[src/rtl/eew_pkg.sv]
// Shared sizes and types for the effective width decoder.
// Widths are log2 of bits; groupings are signed log2 values.
package eew_pkg;
    localparam int LG_W        = 3;   // bits in a log2 width or grouping
    localparam int ARITH_W     = 5;   // headroom for sums of log2 values
    localparam int SEW_LG_MIN  = 3;   // 8-bit element
    localparam int SEW_LG_MAX  = 6;   // 64-bit element
    localparam int EMUL_LG_LIM = 3;   // grouping from 1/8 to 8
    localparam int CODE_W      = 2;   // width field bits
    localparam int TBL_W       = 2;   // relative table selector bits
    localparam int NUM_CODES   = 1 << CODE_W;

    typedef logic        [LG_W-1:0]    lg_t;
    typedef logic signed [LG_W-1:0]    slg_t;
    typedef logic signed [ARITH_W-1:0] sint_t;
    typedef logic        [CODE_W-1:0]  code_t;
    typedef logic        [TBL_W-1:0]   tbl_t;

    typedef struct packed {
        logic illegal;
        lg_t  d_eew;
        slg_t d_emul;
        lg_t  i_eew;
        slg_t i_emul;
    } eff_t;
endpackage

[src/rtl/vtype_state.sv]
// Holds the vector type state: SEW, LMUL and the width-table mode.
// Assumes the writer supplies legal values; no check is made here.
module vtype_state
    import eew_pkg::*;
#(
    parameter int RESET_SEW_LG = SEW_LG_MIN
) (
    input  logic clk,
    input  logic rst_n,
    input  logic we,
    input  lg_t  sew_in,
    input  slg_t lmul_in,
    input  logic rel_in,
    input  tbl_t tbl_in,
    output lg_t  sew_q,
    output slg_t lmul_q,
    output logic rel_q,
    output tbl_t tbl_q
);
    // Capture a new type on a write; reset to SEW=8, LMUL=1, fixed table.
    always_ff @(posedge clk) begin
        if (!rst_n) begin
            sew_q  <= lg_t'(RESET_SEW_LG);
            lmul_q <= '0;
            rel_q  <= 1'b0;
            tbl_q  <= '0;
        end else if (we) begin
            sew_q  <= sew_in;
            lmul_q <= lmul_in;
            rel_q  <= rel_in;
            tbl_q  <= tbl_in;
        end
    end
endmodule

[src/rtl/width_select.sv]
// Maps the instruction width field to an effective width (log2 bits).
// Indexed accesses always use the fixed index table {8,16,32,64};
// non-indexed use {8,16,32,SEW} or a relative table around SEW.
// Flags widths outside the supported element range.
module width_select
    import eew_pkg::*;
#(
    parameter int MIN_LG = SEW_LG_MIN,
    parameter int MAX_LG = SEW_LG_MAX
) (
    input  code_t code,
    input  logic  indexed,
    input  lg_t   sew,
    input  logic  rel,
    input  tbl_t  tbl,
    output sint_t eew,
    output logic  range_bad
);
    sint_t fixed_tbl [NUM_CODES];
    sint_t sew_s;
    sint_t rel_eew;

    // Fixed table entries: the minimum width scaled by the code.
    for (genvar g = 0; g < NUM_CODES; g++) begin : g_fixed
        assign fixed_tbl[g] = sint_t'(MIN_LG + g);
    end

    assign sew_s   = sint_t'({{(ARITH_W-LG_W){1'b0}}, sew});
    assign rel_eew = sew_s + sint_t'({{(ARITH_W-CODE_W){1'b0}}, code})
                   - sint_t'(NUM_CODES - 1)
                   + sint_t'({{(ARITH_W-TBL_W){1'b0}}, tbl});

    // Pick the width from the table that the access kind and mode select.
    always_comb begin
        if (indexed)
            eew = fixed_tbl[code];
        else if (rel)
            eew = rel_eew;
        else if (code == code_t'(NUM_CODES - 1))
            eew = sew_s;
        else
            eew = fixed_tbl[code];
    end

    assign range_bad = (eew < sint_t'(MIN_LG)) || (eew > sint_t'(MAX_LG));
endmodule

[src/rtl/group_calc.sv]
// Computes the effective grouping log2 = LMUL + EEW - SEW so that the
// ratio of width to grouping is kept; flags results outside the range.
module group_calc
    import eew_pkg::*;
#(
    parameter int LIM = EMUL_LG_LIM
) (
    input  slg_t  lmul,
    input  sint_t eew,
    input  lg_t   sew,
    output sint_t emul,
    output logic  emul_bad
);
    sint_t lmul_s;
    sint_t sew_s;

    assign lmul_s = {{(ARITH_W-LG_W){lmul[LG_W-1]}}, lmul};
    assign sew_s  = sint_t'({{(ARITH_W-LG_W){1'b0}}, sew});

    // Grouping sum and its legality.
    always_comb begin
        emul     = lmul_s + eew - sew_s;
        emul_bad = (emul > sint_t'(LIM)) || (emul < -sint_t'(LIM));
    end
endmodule

[src/rtl/vls_eew_decode.sv]
// Effective element width decoder for vector loads and stores.
// Holds the type state and, one cycle after an issue strobe, presents
// the effective data and index width/grouping or an illegal flag.
// Assumes configuration writes carry legal SEW and LMUL values.
module vls_eew_decode
    import eew_pkg::*;
(
    input  logic              clk,
    input  logic              rst_n,
    input  logic              cfg_we,
    input  logic [2:0]        cfg_sew_lg,
    input  logic signed [2:0] cfg_lmul_lg,
    input  logic              cfg_rel_mode,
    input  logic [1:0]        cfg_rel_tbl,
    input  logic              iss_valid,
    input  logic              iss_indexed,
    input  logic [1:0]        iss_width,
    output logic              out_valid,
    output logic              out_illegal,
    output logic [2:0]        out_data_eew_lg,
    output logic signed [2:0] out_data_emul_lg,
    output logic [2:0]        out_idx_eew_lg,
    output logic signed [2:0] out_idx_emul_lg
);
    lg_t   sew_q;
    slg_t  lmul_q;
    logic  rel_q;
    tbl_t  tbl_q;
    sint_t sel_eew;
    logic  rng_bad;
    sint_t sel_emul;
    logic  emul_bad;
    eff_t  eff_d;
    eff_t  eff_q;
    logic  valid_q;

    vtype_state u_state (
        .clk     (clk),
        .rst_n   (rst_n),
        .we      (cfg_we),
        .sew_in  (cfg_sew_lg),
        .lmul_in (cfg_lmul_lg),
        .rel_in  (cfg_rel_mode),
        .tbl_in  (cfg_rel_tbl),
        .sew_q   (sew_q),
        .lmul_q  (lmul_q),
        .rel_q   (rel_q),
        .tbl_q   (tbl_q)
    );

    width_select u_width (
        .code      (iss_width),
        .indexed   (iss_indexed),
        .sew       (sew_q),
        .rel       (rel_q),
        .tbl       (tbl_q),
        .eew       (sel_eew),
        .range_bad (rng_bad)
    );

    group_calc u_group (
        .lmul     (lmul_q),
        .eew      (sel_eew),
        .sew      (sew_q),
        .emul     (sel_emul),
        .emul_bad (emul_bad)
    );

    // Route the selected width to the data or index side by access kind.
    always_comb begin
        eff_d = '0;
        if (rng_bad || emul_bad) begin
            eff_d.illegal = 1'b1;
        end else if (iss_indexed) begin
            eff_d.d_eew  = sew_q;
            eff_d.d_emul = lmul_q;
            eff_d.i_eew  = lg_t'(sel_eew);
            eff_d.i_emul = slg_t'(sel_emul);
        end else begin
            eff_d.d_eew  = lg_t'(sel_eew);
            eff_d.d_emul = slg_t'(sel_emul);
        end
    end

    // Register the result for one cycle per issue; zero when idle.
    always_ff @(posedge clk) begin
        if (!rst_n) begin
            valid_q <= 1'b0;
            eff_q   <= '0;
        end else begin
            valid_q <= iss_valid;
            eff_q   <= iss_valid ? eff_d : '0;
        end
    end

    assign out_valid        = valid_q;
    assign out_illegal      = eff_q.illegal;
    assign out_data_eew_lg  = eff_q.d_eew;
    assign out_data_emul_lg = eff_q.d_emul;
    assign out_idx_eew_lg   = eff_q.i_eew;
    assign out_idx_emul_lg  = eff_q.i_emul;
endmodule

[config.mk]
export PLATFORM = sky130hd
export DESIGN_NAME = vls_eew_decode
export DESIGN_NICKNAME = d
export VERILOG_FILES = /design/src/rtl/eew_pkg.sv /design/src/rtl/vtype_state.sv /design/src/rtl/width_select.sv /design/src/rtl/group_calc.sv /design/src/rtl/vls_eew_decode.sv
export SDC_FILE = /design/constraint.sdc
export NUM_CORES = 1
export LEC_CHECK = 0
export ABC_AREA = 1
export BUFFER_PORTS_ARGS = -buffer_cell sky130_fd_sc_hd__clkbuf_2
export CAP_MARGIN = 20
export CORE_ASPECT_RATIO = 0.75
export CORE_UTILIZATION = 30
export CTS_BUF_LIST = sky130_fd_sc_hd__clkbuf_4 sky130_fd_sc_hd__clkbuf_8
export DETAILED_ROUTE_END_ITERATION = 8
export PLACE_DENSITY_LB_ADDON = 0.15
export SLEW_MARGIN = 20
export SYNTH_ARGS = -nofsm -noshare
export SYNTH_HDL_FRONTEND = slang
export SYNTH_SLANG_ARGS = --single-unit
[constraint.sdc]
create_clock -name clk -period 4.6 [get_ports clk]
set_input_delay 0.46 -clock clk [delete_from_list [all_inputs] [get_ports clk]]
set_output_delay 0.46 -clock clk [all_outputs]
set_load 0.02 [all_outputs]
## Word-level counts from Yosys, hierarchy flattened

Index checks and enable logic that the tools add are counted.

- Register bits: 23
- Output and inout bits: 14
- Input bits: 16
- Word-level logic and storage cells: 39

- Equal/unequal tests: 1
- $lt $le $gt $ge: 5
- Bitwise logic cells: 4
- Add/sub/neg operators: 5
- Mux-type cells: 8
- Reduce and logical (&&, ||, !) cells: 6

Operators with widths:

| operator | number |
|---|---|
| $mux 5 | 5 |
| $bmux 5 s2 | 1 |
| $lt 5x3->1 const B | 2 |
| $mux 6 | 1 |
| $add 3x5->5 | 1 |
| $add 5x3->5 | 1 |
| $gt 5x3->1 const B | 1 |
| $gt 5x4->1 const B | 1 |
| $sub 5x3->5 const B | 1 |
| $sub 5x4->5 | 1 |
| $add 3x2->4 | 1 |
| $reduce_or 4->1 | 1 |
| $ge 3x3->1 const B | 1 |
| $logic_or 1x1->1 | 3 |
| $not 1->1 | 3 |
| $not 2->3 | 1 |
| $reduce_or 3->1 | 1 |
| $eq 2x2->1 const B | 1 |
| $reduce_and 2->1 | 1 |
| $mux 1 | 1 |

## Depth between registers and ports, before layout

- Word-level depth: 13
- Mapped depth: 21
- Depth with buffers taken out: 21

## Hierarchy

A second synthesis with hierarchy kept.

- Cell total of the unflattened synthesis: 265
- Area total of the unflattened synthesis: 1677.9 µm²

By module, submodules not included:

| module | seq. area each (µm²) | area each (µm²) | cells an instance | times used |
|---|---|---|---|---|
| vls_eew_decode | 280.3 | 498.0 | 63 | 1 |
| width_select | 0.0 | 430.4 | 81 | 1 |
| group_calc | 0.0 | 375.4 | 67 | 1 |
| vtype_state | 180.2 | 374.1 | 54 | 1 |

## Least setup slack after synthesis

OpenSTA, ideal clock, no wires.

- Path type: in2reg
- From: in iss_width[0]
- To: reg eff_q, in the netlist out_idx_eew_lg[0]
- Path slack: 0.799 ns
- Buffers on the path: 0
- Library setup time: 0.065 ns
- Data required time: 4.535 ns
- Cell stages on the path: 15
- Arrival time: 3.735 ns
- Cell sequence: ha_1 -> fa_1 -> fa_1 -> a21oi_2 -> nand2_2 -> nand2_2 -> inv_1 -> fa_1 -> fa_1 -> xnor2_1 -> a21oi_1 -> nand3_1 -> a21oi_4 -> nand4_4 -> nor2_1

- Longest elaborated chain between the ends: 13
- Elaborated cells on any way between the ends: 21
- Classes of those cells: 5 x add/sub; 4 x order compare; 1 x eq/ne; 6 x mux; 1 x bitwise; 4 x reduce/logical

RTL lines:

| what | line | source |
|---|---|---|
| start: declaration | vls_eew_decode.sv:17 | `input logic [1:0] iss_width,` |
| branches (longest 6 deep; another with $sub 5x3->5) | -- |  |
| $mux 5 * | width_select.sv:35 | `if (indexed)` |
| via sel_eew[1] | vls_eew_decode.sv:29 | `sint_t sel_eew;` |
| $add 3x5->5 | group_calc.sv:22 | `emul = lmul_s + eew - sew_s;` |
| $sub 5x4->5 | group_calc.sv:22 |  |
| $gt 5x3->1 or $lt 5x3->1 (tied branches) | group_calc.sv:23 | `emul_bad = (emul > sint_t'(LIM)) \|\| (emul < -sint_t'(LIM));` |
| $logic_or 1x1->1 | group_calc.sv:23 |  |
| $logic_or 1x1->1 * | vls_eew_decode.sv:72 | `if (rng_bad \|\| emul_bad) begin` |
| $reduce_or 4->1 (no line) * | -- |  |
| end signal: assignment | vls_eew_decode.sv:92 | `eff_q <= iss_valid ? eff_d : '0;` |
| end: declaration | vls_eew_decode.sv:34 | `eff_t eff_q;` |

Mark *: on every way through the listed nets, which the timed path passes. The select of a mux whose other input is x is not followed.
A chain may end at the register's enable or synchronous reset.

## Worst setup path after layout

- From: reg u_state.sew_q[0]
- To: reg eff_q, in the netlist out_data_emul_lg[1]

- Longest elaborated chain between the ends: 11
- Elaborated cells on any way between the ends: 17
- Classes of those cells: 5 x add/sub; 4 x order compare; 4 x mux; 4 x reduce/logical

RTL lines:

| what | line | source |
|---|---|---|
| start: declaration | vtype_state.sv:15 | `output lg_t sew_q,` |
| start signal: assignment | vtype_state.sv:23 | `sew_q <= lg_t'(RESET_SEW_LG);` |
| start signal: assignment | vtype_state.sv:28 | `sew_q <= sew_in;` |
| $add 3x2->4 * | width_select.sv:29 | `assign rel_eew = sew_s + sint_t'({{(ARITH_W-CODE_W){1'b0}}, code})` |
| $sub 5x3->5 * | width_select.sv:30 | `- sint_t'(NUM_CODES - 1)` |
| $add 5x3->5 * | width_select.sv:31 | `+ sint_t'({{(ARITH_W-TBL_W){1'b0}}, tbl});` |
| $mux 5 * | width_select.sv:37 | `else if (rel)` |
| $mux 5 * | width_select.sv:35 |  |
| via sel_eew[1] | vls_eew_decode.sv:29 |  |
| $add 3x5->5 | group_calc.sv:22 |  |
| $sub 5x4->5 | group_calc.sv:22 |  |
| $gt 5x3->1 or $lt 5x3->1 (tied branches) | group_calc.sv:23 |  |
| $logic_or 1x1->1 | group_calc.sv:23 |  |
| $logic_or 1x1->1 | vls_eew_decode.sv:72 |  |
| $reduce_or 3->1 (no line) | -- |  |

The timed path passes the listed nets; every way through them passes the cells marked *.

==> impl_metrics.toml <==
[power_and_ir_drop]
power_frac_clock_pct = 22.3
max-vdd-ir-drop_mv = 0.1229
p_seq_share_pct = 38.3
switchingPower_uw = 219.2
combPwrFrac_pct = 39.3
intPower_uw = 357.3
p_leak_uw = 0.0008889
sw_frac_of_total_pct = 38.02
power-per-cell-area_nw_per_um2 = 339.1

[clocking]
cts_hold_buf = 0
clkTransAtPathRegs_ns = 0.09
cts_resized = 0
cts_max_path_buffers = 2
root_buffer = "clkbuf_8"
cts_tree = "done"
h-tree-depth = 1
clock-sinks = 23
post-cts-setup-buffers = 0
cts-buffers-inserted = 3
clock_latency_ns = 0.27

[placement]
portBuffers = 29
dpl_worst_slack_ns = 0.3819
place_congestion = 0.7876
dpl.hpwl_um = 2625

[grt]
antenna_found_initial = 0
use_met1_pct = 23.49
gr-usage-met3_pct = 3.529
grt_max_degree = 14
grt_pass1_vias = 1168
grt_util_met2_pct = 19.11
grt_use_total_pct = 14.58
grt_overflow = 0
grt_busiest_layer = "met1"
grt_pass1_wl_um = 5658

[sta]
whs_ns = 0.4000
slew_headroom_pct = 77.29
fin_crit_sh_pct = 88.02
rsz0062_at_grt = "false"
maxSlewViolCount = 0
tightest_slew_ns = 0.3406
fmax_mhz = 247.0
setup_violations = 0
layout_setup_ws_ns = 0.5512
fin_skew_ns = 0.008009
finalSetupTns_ns = 0
finalHoldViolCount = 0
period_needed_ns = 4.049

[routing]
vias = 1205
vias_per_cell = 4.288
antenna_left = 0
drc = 0
drt_iter0_drc = 57
wl_um = 3214
wl_per_cell_um = 11.44
first_pass_iters = 4

[worst_setup_path]
reg2reg_depth = 15
criticalPathCategory = "reg -> reg"
start_kind = "register"
crit_path_max_incr_delay_ns = 0.48
cpMaxStageDelayCell = "fa_1"
worstPathArrival_ns = 4.25
path_common_cell = "fa_1"
r2r_setup_slack_ns = 0.55
crit_chain = "ha_1 -> fa_1 -> fa_1 -> a21oi_2 -> nand2_2 -> nand2_2 -> inv_1 -> fa_1 -> fa_1 -> xnor2_1 -> a21oi_1 -> nand3_1 -> a21oi_4 -> nand3_2 -> nor2_1"
path_buf_inv = 1
critPathRequiredTime_ns = 4.80
worstReg2RegEnd = "out_data_emul_lg[1]"
reg2reg_from = "u_state.sew_q[0]"
cp-end-kind = "register"
crit_family = "adder cells"
path_max_fanout = 6

[layout]
area_growth_pct = 16.75
drive_gt1_share_pct = 20.54
antenna_cells = 0
layout.nets = 260

[logic_synthesis]
synth_area_leaders = "dfxtp_1 (32%), ha_1 (12%), nand2_1 (11%)"
synth_top_area_share_pct = 31.62
syn-cell-area_um2 = 1456
synth_nets = 229
post-synth-top-area-cell = "dfxtp_1"
synth_area_per_cell_um2 = 7.507
yosysUniqueCellTypes = 23
ys_ff_latch = 23
postSynthCellCount = 194
synth-seq-area-share_pct = 31.62
synth_warnings = 0

[flow_run]
maxCapViolations = 0

[floorplanning]
core_um2 = 4572
die_w_um = 82.46
rows = 21
dieArea_um2 = 5140
start_util_pct = 31.86
ioPinCount = 30
die_h_um = 62.34

[worst_hold_path]
hp-class = "in -> reg"
worstHoldStart = "cfg_sew_lg[1]"
hold_depth = 3
hold_end = "u_state.sew_q[1]"

[status]
status = "finished, final reports clean"
cells in the mapped netlist (all sizes together):
| master | instances |
|---|---|
| fa | 5 |
| inv | 31 |
| nand3 | 11 |
| ha | 14 |
| nand2 | 46 |
| o211ai | 2 |
| a21oi | 16 |
| a21boi | 1 |
| o21ai | 13 |
| nor2 | 25 |
| dfxtp | 23 |
| nand4 | 1 |
| clkbuf | 2 |
| xnor2 | 2 |
| nand3b | 1 |
| buf | 1 |
metrics by stage:
| stage | std cells | cell area (um^2) | power (uW) | utilization, % |
|---|---|---|---|---|
| 4_1_cts | 281 | 1700 | 584.0 | 37.19 |
| 6_report | 281 | 1700 | 576.5 | 37.19 |
| 5_1_grt | 281 | 1700 | 630.1 | 37.19 |
| 3_3_place_gp | 277 | 1654 | 453.3 | 36.18 |
| 3_5_place_dp | 277 | 1654 | 452.8 | 36.18 |
| 2_1_floorplan | 194 | 1456 | 402.0 | - |
layout by cell type (no fill, tap or decap), types with 2 or more instances in the layout:
cell      Yosys  final
nand2_2       2      2
inv_2         2      2
a21oi_1      13     13
nand3_1      10     10
ha_1         14     14
clkbuf_2      0     29
a21oi_2       2      2
nor2_1       22     22
o21ai_0      13     13
nand2_1      44     44
nor2_4        2      2
o211ai_1      2      2
fa_1          5      5
dfxtp_1      23     23
clkbuf_8      0      3
inv_1        29     29
xnor2_1       2      2
metal layers:
layer | up-vias | part of all wire (%)
met4 | 0 | 0.59
li1 | 668 | -
met2 | 25 | 37
met1 | 510 | 57
met5 | - | 0
met3 | 2 | 4.9
power groups by stage:
stage          sequential (uW)  combinational (uW)  clock (uW)
2_1_floorplan              234                 167           0
3_3_place_gp               226                 228           0
3_5_place_dp               226                 227           0
4_1_cts                    221                 228         135
5_1_grt                    223                 262         145
6_report                   221                 227         129
flip-flops by register name, indices dropped and copies added, names as in the netlist:
| name | count |
|---|---|
| out_data_eew_lg | 3 |
| out_data_emul_lg | 3 |
| out_idx_eew_lg | 3 |
| out_idx_emul_lg | 3 |
| u_state.lmul_q | 3 |
| u_state.sew_q | 3 |
| u_state.tbl_q | 2 |
| out_illegal | 1 |
| out_valid | 1 |
| u_state.rel_q | 1 |
worst max path at each step:
stage / from / to / slack, ns / depth (start not counted)
CTS: u_state.sew_q[0] / out_data_emul_lg[1] / 0.54 / 15
floorplan: iss_width[0] / out_idx_eew_lg[0] / 0.80 / 15
global route: u_state.sew_q[0] / out_data_emul_lg[1] / 0.25 / 15
finish: u_state.sew_q[0] / out_data_emul_lg[1] / 0.55 / 15
global placement: iss_width[0] / out_idx_eew_lg[1] / 0.38 / 16
detailed placement: iss_width[0] / out_data_emul_lg[1] / 0.38 / 16
cells by family after synthesis:
| family | synth area share [%] |
|---|---|
| AO/OA/AOI/OAI | 13.06 |
| adder cells (fa/ha/maj) | 18.90 |
| XOR/XNOR | 1.203 |
| flip-flops | 31.62 |
| AND/OR/NAND/NOR | 25.95 |
| buffers and inverters | 9.278 |
worst register-to-register path: stages (launching register included):
cell and delay (ns):
dfxtp_1 0.44, ha_1 0.22, fa_1 0.46, fa_1 0.48, a21oi_2 0.16, nand2_2 0.07, nand2_2 0.07, inv_1 0.06
fa_1 0.48, fa_1 0.48, xnor2_1 0.20, a21oi_1 0.17, nand3_1 0.14, a21oi_4 0.24, nand3_2 0.17, nor2_1 0.14
layout make-up:
cell class	instances	area, um^2
multi-input cells	137	860.8
well taps	57	71.32
flip-flops and latches	23	460.4
clock buffers	3	41.29
fillers	511	2872
inverters	31	116.4
repair buffers	29	145.1
clock inverters	1	5.005
(Power assumes the default switching activity.)
